## src/rtl/blank_win_pkg.sv

```systemverilog
package blank_win_pkg;
  localparam int OFF_W = 16;
  localparam int WIN_W = 8;

  typedef enum logic {
    ARM_ON_PERIOD = 1'b0,
    ARM_ON_ZERO   = 1'b1
  } arm_src_e;
endpackage

```

## src/rtl/bw_arm_sel.sv

```systemverilog
module bw_arm_sel
  import blank_win_pkg::*;
(
  input  logic     tick,
  input  logic     prd_pulse,
  input  logic     zro_pulse,
  input  arm_src_e src,
  output logic     arm
);
  logic picked;

  always_comb begin
    unique case (src)
      ARM_ON_ZERO:   picked = zro_pulse;
      default:       picked = prd_pulse;
    endcase
  end

  // pulses only count on time-base ticks
  assign arm = picked & tick;
endmodule

```

## src/rtl/bw_down_ctr.sv

```systemverilog
module bw_down_ctr #(
  parameter int W = 8
) (
  input  logic         clk,
  input  logic         rst,
  input  logic         tick,
  input  logic         load,
  input  logic [W-1:0] load_val,
  output logic [W-1:0] cnt,
  output logic         hit
);
  localparam logic [W-1:0] ONE  = {{(W-1){1'b0}}, 1'b1};
  localparam logic [W-1:0] ZERO = '0;

  logic [W-1:0] cnt_q;
  logic [W-1:0] cnt_d;

  always_comb begin
    cnt_d = cnt_q;
    hit   = 1'b0;
    if (tick) begin
      if (load) begin
        cnt_d = load_val;
        hit   = (load_val == ZERO);
      end else if (cnt_q != ZERO) begin
        cnt_d = cnt_q - ONE;
        hit   = (cnt_q == ONE);
      end
    end
  end

  always_ff @(posedge clk) begin
    if (rst) cnt_q <= ZERO;
    else     cnt_q <= cnt_d;
  end

  assign cnt = cnt_q;
endmodule

```

## src/rtl/blank_win_gen.sv

```systemverilog
module blank_win_gen
  import blank_win_pkg::*;
#(
  parameter int OFFSET_W = OFF_W,
  parameter int WIDTH_W  = WIN_W
) (
  input  logic                clk,
  input  logic                rst,
  input  logic                tb_tick,
  input  logic                prd_pulse,
  input  logic                zro_pulse,
  input  logic                sel_zero,
  input  logic [OFFSET_W-1:0] offset_val,
  input  logic [WIDTH_W-1:0]  win_width,
  input  logic                halt,
  output logic                blank_o,
  output logic [OFFSET_W-1:0] offset_cnt_o,
  output logic [WIDTH_W-1:0]  window_cnt_o
);
  localparam logic [WIDTH_W-1:0] WIN_IDLE = '0;

  arm_src_e arm_src;
  logic     arm;
  logic     off_expire;
  logic     off_hit_unused_w;
  logic     unused_halt;

  // the halt request is deliberately not wired into either counter
  assign unused_halt = halt;
  assign arm_src     = arm_src_e'(sel_zero);

  bw_arm_sel u_arm (
    .tick      (tb_tick),
    .prd_pulse (prd_pulse),
    .zro_pulse (zro_pulse),
    .src       (arm_src),
    .arm       (arm)
  );

  bw_down_ctr #(.W(OFFSET_W)) u_offset (
    .clk      (clk),
    .rst      (rst),
    .tick     (tb_tick),
    .load     (arm),
    .load_val (offset_val),
    .cnt      (offset_cnt_o),
    .hit      (off_expire)
  );

  // expiry restarts the window at full width, even when it is already open
  bw_down_ctr #(.W(WIDTH_W)) u_window (
    .clk      (clk),
    .rst      (rst),
    .tick     (tb_tick),
    .load     (off_expire),
    .load_val (win_width),
    .cnt      (window_cnt_o),
    .hit      (off_hit_unused_w)
  );

  assign blank_o = (window_cnt_o != WIN_IDLE);
endmodule

```

## config.mk

```make
export PLATFORM = sky130hd
export DESIGN_NAME = blank_win_gen
export DESIGN_NICKNAME = d
export VERILOG_FILES = /design/src/rtl/blank_win_pkg.sv /design/src/rtl/bw_arm_sel.sv /design/src/rtl/bw_down_ctr.sv /design/src/rtl/blank_win_gen.sv
export SDC_FILE = /design/constraint.sdc
export NUM_CORES = 1
export LEC_CHECK = 0
export BUFFER_PORTS_ARGS = -buffer_cell sky130_fd_sc_hd__buf_2
export CAP_MARGIN = 0
export CELL_PAD_IN_SITES_DETAIL_PLACEMENT = 2
export CELL_PAD_IN_SITES_GLOBAL_PLACEMENT = 2
export CORE_ASPECT_RATIO = 0.6
export CORE_MARGIN = 4
export CORE_UTILIZATION = 28
export CTS_BUF_LIST = sky130_fd_sc_hd__clkbuf_8 sky130_fd_sc_hd__clkbuf_16
export DETAILED_ROUTE_END_ITERATION = 16
export GPL_TIMING_DRIVEN = 0
export HOLD_SLACK_MARGIN = 0.08
export PLACE_DENSITY_LB_ADDON = 0.08
export SETUP_SLACK_MARGIN = 0.1
export SYNTH_ARGS = -nofsm -noshare
export SYNTH_HDL_FRONTEND = slang
export SYNTH_HIERARCHICAL = 1
export SYNTH_SLANG_ARGS = --single-unit
```

## constraint.sdc

```tcl
create_clock -name clk -period 3.6 [get_ports clk]
set_input_delay 0.72 -clock clk [delete_from_list [all_inputs] [get_ports clk]]
set_output_delay 0.72 -clock clk [all_outputs]
set_load 0.02 [all_outputs]
```

# Word-level counts from Yosys, hierarchy flattened
# Index checks and enable logic that the tools add are counted.
[totals] register_bits=24 latchBits=0 mem_bits_rw=0 romBits=0 inputBits=31 out_inout_bits=25 word_cells=21 n_memories=0
[op_classes] add_sub_neg=2 mul=0 n_div=0 magnitude_cmp=0 eq_ne=1 n_shift=0 n_mux=8 bitwise=1 n_reduce_logical=7
[ops] cell="two-way mux 16 bit" count=2
[ops] cell="== test 16 x 1 -> 1 bit (second input constant)" count=1
[ops] cell="zero test 16 bit" count=1
[ops] cell="two-way mux 8 bit" count=2
[ops] cell="nonzero test 16 bit" count=1
[ops] cell="subtractor 16 x 1 -> 16 bit (second input constant)" count=1
[ops] cell="nonzero test 8 bit" count=1
[ops] cell="subtractor 8 x 1 -> 8 bit (second input constant)" count=1
[ops] cell="two-way mux 1 bit" count=4
[ops] cell="AND reduction 2 bit" count=2
[ops] cell="nonzero test 2 bit" count=2
[ops] cell="AND 1 bit" count=1

# Longest topological paths before layout
[depth] ltp_word=6 depth_mapped=13 ltp_nobuf=10

# By module
# Netlist, hierarchy kept.
[by_module_without_submodules] mod="bw_down_ctr (u_offset)" instances=1 cells_each=154 area_per_inst_um2=1193.6 seq_area_each_um2=320.3
[by_module_without_submodules] mod="bw_down_ctr (u_window)" instances=1 cells_each=78 area_per_inst_um2=611.8 seq_area_each_um2=160.2
[by_module_without_submodules] mod="blank_win_gen" instances=1 cells_each=3 area_per_inst_um2=16.3 seq_area_each_um2=0.0
[by_module_without_submodules] mod="bw_arm_sel" instances=1 cells_each=2 area_per_inst_um2=16.3 seq_area_each_um2=0.0

# Least setup slack after synthesis
# Ideal clock, no wire load.
[synth_timing] path_kind="input to register" startpoint="in sel_zero" endpoint="reg u_window.cnt_q[1], in the netlist u_window/cnt[1]" setup_time_ns=0.130 arrival_time_ns=3.007 required_ns=3.470 path_slack_ns=0.464 path_stages=12 n_path_buf=3 cell_sequence="mux2i_1 > nor2b_1 > clkbuf_1 > nor4_1 > a41o_2 > buf_6 > a21oi_1 > or3_1 > o41ai_4 > buf_6 > mux2i_1 > nor2_1"
[synth_via] elab_chain_len=6 elab_cells_between_ends=7 classes_between="mux: 4; bitwise: 1; reduce/logical: 2"
[synth_lines] element="start: declaration" line="blank_win_gen.sv:12" source="input logic sel_zero,"
[synth_lines] element="two-way mux 1 bit *" line="bw_arm_sel.sv:13" source="unique case (src)"
[synth_lines] element="AND 1 bit *" line="bw_arm_sel.sv:20" source="assign arm = picked & tick;"
[synth_lines] element="net arm" line="blank_win_gen.sv:23" source="logic arm;"
[synth_lines] element="two-way mux 1 bit *" line="bw_down_ctr.sv:22" source="if (load) begin"
[synth_lines] element="two-way mux 1 bit *" line="bw_down_ctr.sv:21" source="if (tick) begin"
[synth_lines] element="net off_expire" line="blank_win_gen.sv:24" source="logic off_expire;"
[synth_lines] element="nonzero test 2 bit (no source line)"
[synth_lines] element="AND reduction 2 bit (no source line)"
[synth_lines] element="end signal: assignment" line="bw_down_ctr.sv:34" source="else cnt_q <= cnt_d;"
[synth_lines] element="end: declaration" line="bw_down_ctr.sv:15" source="logic [W-1:0] cnt_q;"
# Mark *: on every way through the listed nets, which the timed path passes. The rest lies on a longest branch.
# A chain may end at the register's enable or synchronous reset.

# Worst setup path in the final report
[layout_timing] startpoint="in tb_tick" endpoint="reg u_window.cnt_q[1], in the netlist u_window/cnt[1]"
[layout_via] elab_chain_len=5 elab_cells_between_ends=6 classes_between="mux: 3; bitwise: 1; reduce/logical: 2"
[layout_lines] element="start: declaration" line="blank_win_gen.sv:9" source="input logic tb_tick,"
[layout_lines] element="AND 1 bit *" line="bw_arm_sel.sv:20"
[layout_lines] element="net arm" line="blank_win_gen.sv:23"
[layout_lines] element="two-way mux 1 bit *" line="bw_down_ctr.sv:22"
[layout_lines] element="two-way mux 1 bit *" line="bw_down_ctr.sv:21"
[layout_lines] element="net off_expire" line="blank_win_gen.sv:24"
[layout_lines] element="nonzero test 2 bit (no source line)"
[layout_lines] element="AND reduction 2 bit (no source line)"
# Marked as above.

==> flow_results.org <==
** Clock tree
- Clk Latency, worst-skew pair :: 0.29 ns
- The clock passes through at most 2 buffers.
- Clock-pin slew was measured on the worst setup and hold paths at about 0.090 ns.
- CTS built an H-tree with a depth of 1.
- In this run the clock root is driven by a sky130_fd_sc_hd__clkbuf_8.
- Clock tree from TritonCTS :: done
- TritonCTS buffer count :: 3
- The clock net in this run drives a total of 24 sinks.
- Number of setup buffers added after CTS :: 0

** Synthesis
- Number of nets in the synthesized netlist :: roughly 270
- Yosys printed 6 warnings.
- Each instance of the synthesized netlist takes up on average roughly 7.8 sq um.
- Number of instances in the synthesized netlist :: 231
- Post-synthesis instance area :: about 0.0018 sq mm

** Global routing
- After global routing the overflow that remains totals 0.
- Largest net degree at the start of global routing :: 15
- The number of antenna violations at the first check in global routing was 0.
- The number of global-route vias before repair came to about 2000.
- Gr usage total :: 18.8%
- Global-route wire length before repair :: ~12000 microns

** Power
- Maximum vdd drop :: between 0.3 and 0.4 mV
- Leakage component of the power :: about 0.92 nW
- Final Power :: 2.01 mW
- Power spread over the standard cell area amounts to between 800 and 900 mW/mm^2.

** Die
- Effective utilization at floorplan :: between 20% and 30%
- IO Pins :: 56
- Site row count :: 22
- Floorplan die height :: 70.0 microns
- Core area :: between 0.006 and 0.007 sq mm
- In this run the horizontal extent of the chip is between 100 and 150 microns.
- Total die area :: slightly below 0.008 sq mm

** STA
- Shortest period the worst path allows :: 3.24 ns
- The count of endpoints failing hold in the final timing report came to 0.
- Max Fclk :: 0.309 GHz
- Headroom to the max-slew limit came out at 53.0%.
- Number of setup violations in the final report :: 0
- Worst Clk Skew :: 0.0139 ns
- On the final layout, the worst hold slack is 0.529 ns.
- The worst path meets setup with about 0.36 ns of slack.
- Final clock period utilization by the worst path :: around nine tenths
- The count of pins over their slew limit is 0.
- RSZ-0062 raised after global routing :: no
- For the pin with the worst max-slew slack, the measured transition is 0.702 ns.

** Setup path
- Critical path launch point :: tb_tick
- Critical path startpoint category :: primary input
- Walking the worst path, the cells encountered are buf_2 -> nor2b_1 -> clkbuf_2 -> nor4_4 -> a41o_4 -> buf_6 -> a21oi_2 -> or3_1 -> o41ai_4 -> buf_6 -> mux2i_1 -> nor2_1.
- Reg2reg setup slack :: 0.40 ns
- Cell with the most instances on the worst path :: sky130_fd_sc_hd__buf_6
- Stage delay of the slowest cell on the critical path :: roughly 0.42 ns
- The critical path is of the primary input to flip-flop type.
- Along the worst path, the maximum fanout reaches 14.
- Worst endpoint required time :: roughly 3.8 ns
- Reg2Reg Capture Point :: u_window/cnt[1]
- Among all stages on the critical path, the largest delay is contributed by sky130_fd_sc_hd__or3_1.
- The worst register-to-register path begins at u_offset/cnt[1].
- Critical Path Sink Type :: flip-flop
- The kind of cell with the highest combined delay along the critical path is simple AND/OR/NAND/NOR gates.
- Total buffers and inverters traversed by the critical path :: 4
- Cells on worst reg2reg path :: 11
- Arr. time, crit path :: ~3.4 ns

** Placement
- Setup slack at placement :: -0.534 ns
- Count of input and output buffers :: 54
- Placed Instances :: about 370
- Sum of net half-perimeters after detailed placement :: ~5600 microns
- Routability-driven placement finished with a final weighted congestion of ~0.8.

** Finish
- Summing all multi-input logic gate instances after layout gives 0.00121 sq mm.
- Most common cell after layout, fill and taps aside :: sky130_fd_sc_hd__buf_2
- Cells with a size suffix above 1 make up roughly 29% of the layout.
- Area added between synthesis and finish :: 25.9%
- Finished Core Util :: 36.7%
- Across the whole layout, storage elements account for 480 sq um.
- Number of diodes :: 0
- Most used cells in the layout excluding fill and tap cells :: sky130_fd_sc_hd__buf_2, sky130_fd_sc_hd__dfxtp_1, sky130_fd_sc_hd__nand2_1
- The filler cells instantiated in the layout total between 700 and 800.
- The net count of the finished layout is ~330.
- Once layout is complete, the cells apart from fillers number 373.

** Routing
- Number of iterations in the first detailed-routing pass :: 4
- Detail Route Antenna Nets :: 0
- Remaining DRCs :: 0
- After the first detailed-routing iteration, the DRC count stood at 162.
- Total wirelength of the detailed-routed design :: around 7300 microns
- The final route contains 2069 vias.
- Routed wirelength normalized by instance count :: about 20 microns
- Dividing the detail-routed via count by the number of cells gives 5.55.

** Min path
- Type of the worst min-delay path :: flip-flop to flip-flop
- The worst hold path terminates at u_window/cnt[6].
- Counting instances, the worst hold path has a depth of 2.
- The worst hold path begins at u_window/cnt[6].

** Outcome
- Run status :: complete, no violations

** Job
- Max Cap Violations :: 0
through the flow:
step | setup TNS [ns] | cell area [sq um]
2_1_floorplan | 0 | 1800
3_3_place_gp | -3.45 | 2170
3_5_place_dp | -3.64 | 2170
4_1_cts | 0 | 2230
5_1_grt | 0 | 2260
6_report | 0 | 2260
what timing repair did:
| action | in CTS | in global routing |
|---|---|---|
| gates resized for setup | 3 | 7 |
| pin swaps | 0 | 0 |
| endpoints found under the hold margin | 0 | 0 |
| setup endpoints to repair | 8 | 8 |
| hold buffers | 0 | 0 |
tightest hold or removal path, cell delays in order (launching register included):
cell	delay (ns)
sky130_fd_sc_hd__dfxtp_1	0.33
sky130_fd_sc_hd__o21ai_0	0.08
sky130_fd_sc_hd__a21oi_1	0.07
how the worst max path moves through the flow:
stage                      endpoint  depth (start not counted)
global placement    u_window/cnt[6]                         13
global route        u_window/cnt[6]                         13
finish              u_window/cnt[1]                         12
floorplan           u_window/cnt[1]                         12
CTS                 u_window/cnt[1]                         13
detailed placement  u_window/cnt[1]                         13
power by group:
| group | internal (mW) | total, mW | leakage, nW | switching [mW] |
|---|---|---|---|---|
| sequential | 0.350 | 0.497 | 0.197 | 0.147 |
| combinational | 0.536 | 1.32 | 0.690 | 0.781 |
| clock | 0.0982 | 0.200 | 0.0288 | 0.102 |
| total | 0.984 | 2.01 | 0.916 | 1.03 |
per-layer routing:
metal  GRT usage (%)  vias up  wire (microns)
li1                -      996               -
met1            31.2     1010            4070
met2            23.7       59            2720
met3            3.72        4             429
met4            3.24        0              55
met5               0        -               0
area by class of cell:
| cell class | count | share of cell area [%] |
|---|---|---|
| Buffer | 17 | 4.26 |
| Sequential cell | 24 | 21.3 |
| Tap cell | 84 | 4.65 |
| Timing Repair Buffer | 54 | 12.0 |
| Multi-Input combinational cell | 179 | 53.6 |
| Inverter | 11 | 1.83 |
| Clock buffer | 4 | 2.43 |
sequential cells by signal (all words and copies together), names as in the netlist:
name	flops
u_offset/cnt	16
u_window/cnt	8
Power figures use the tool's default switching activity.
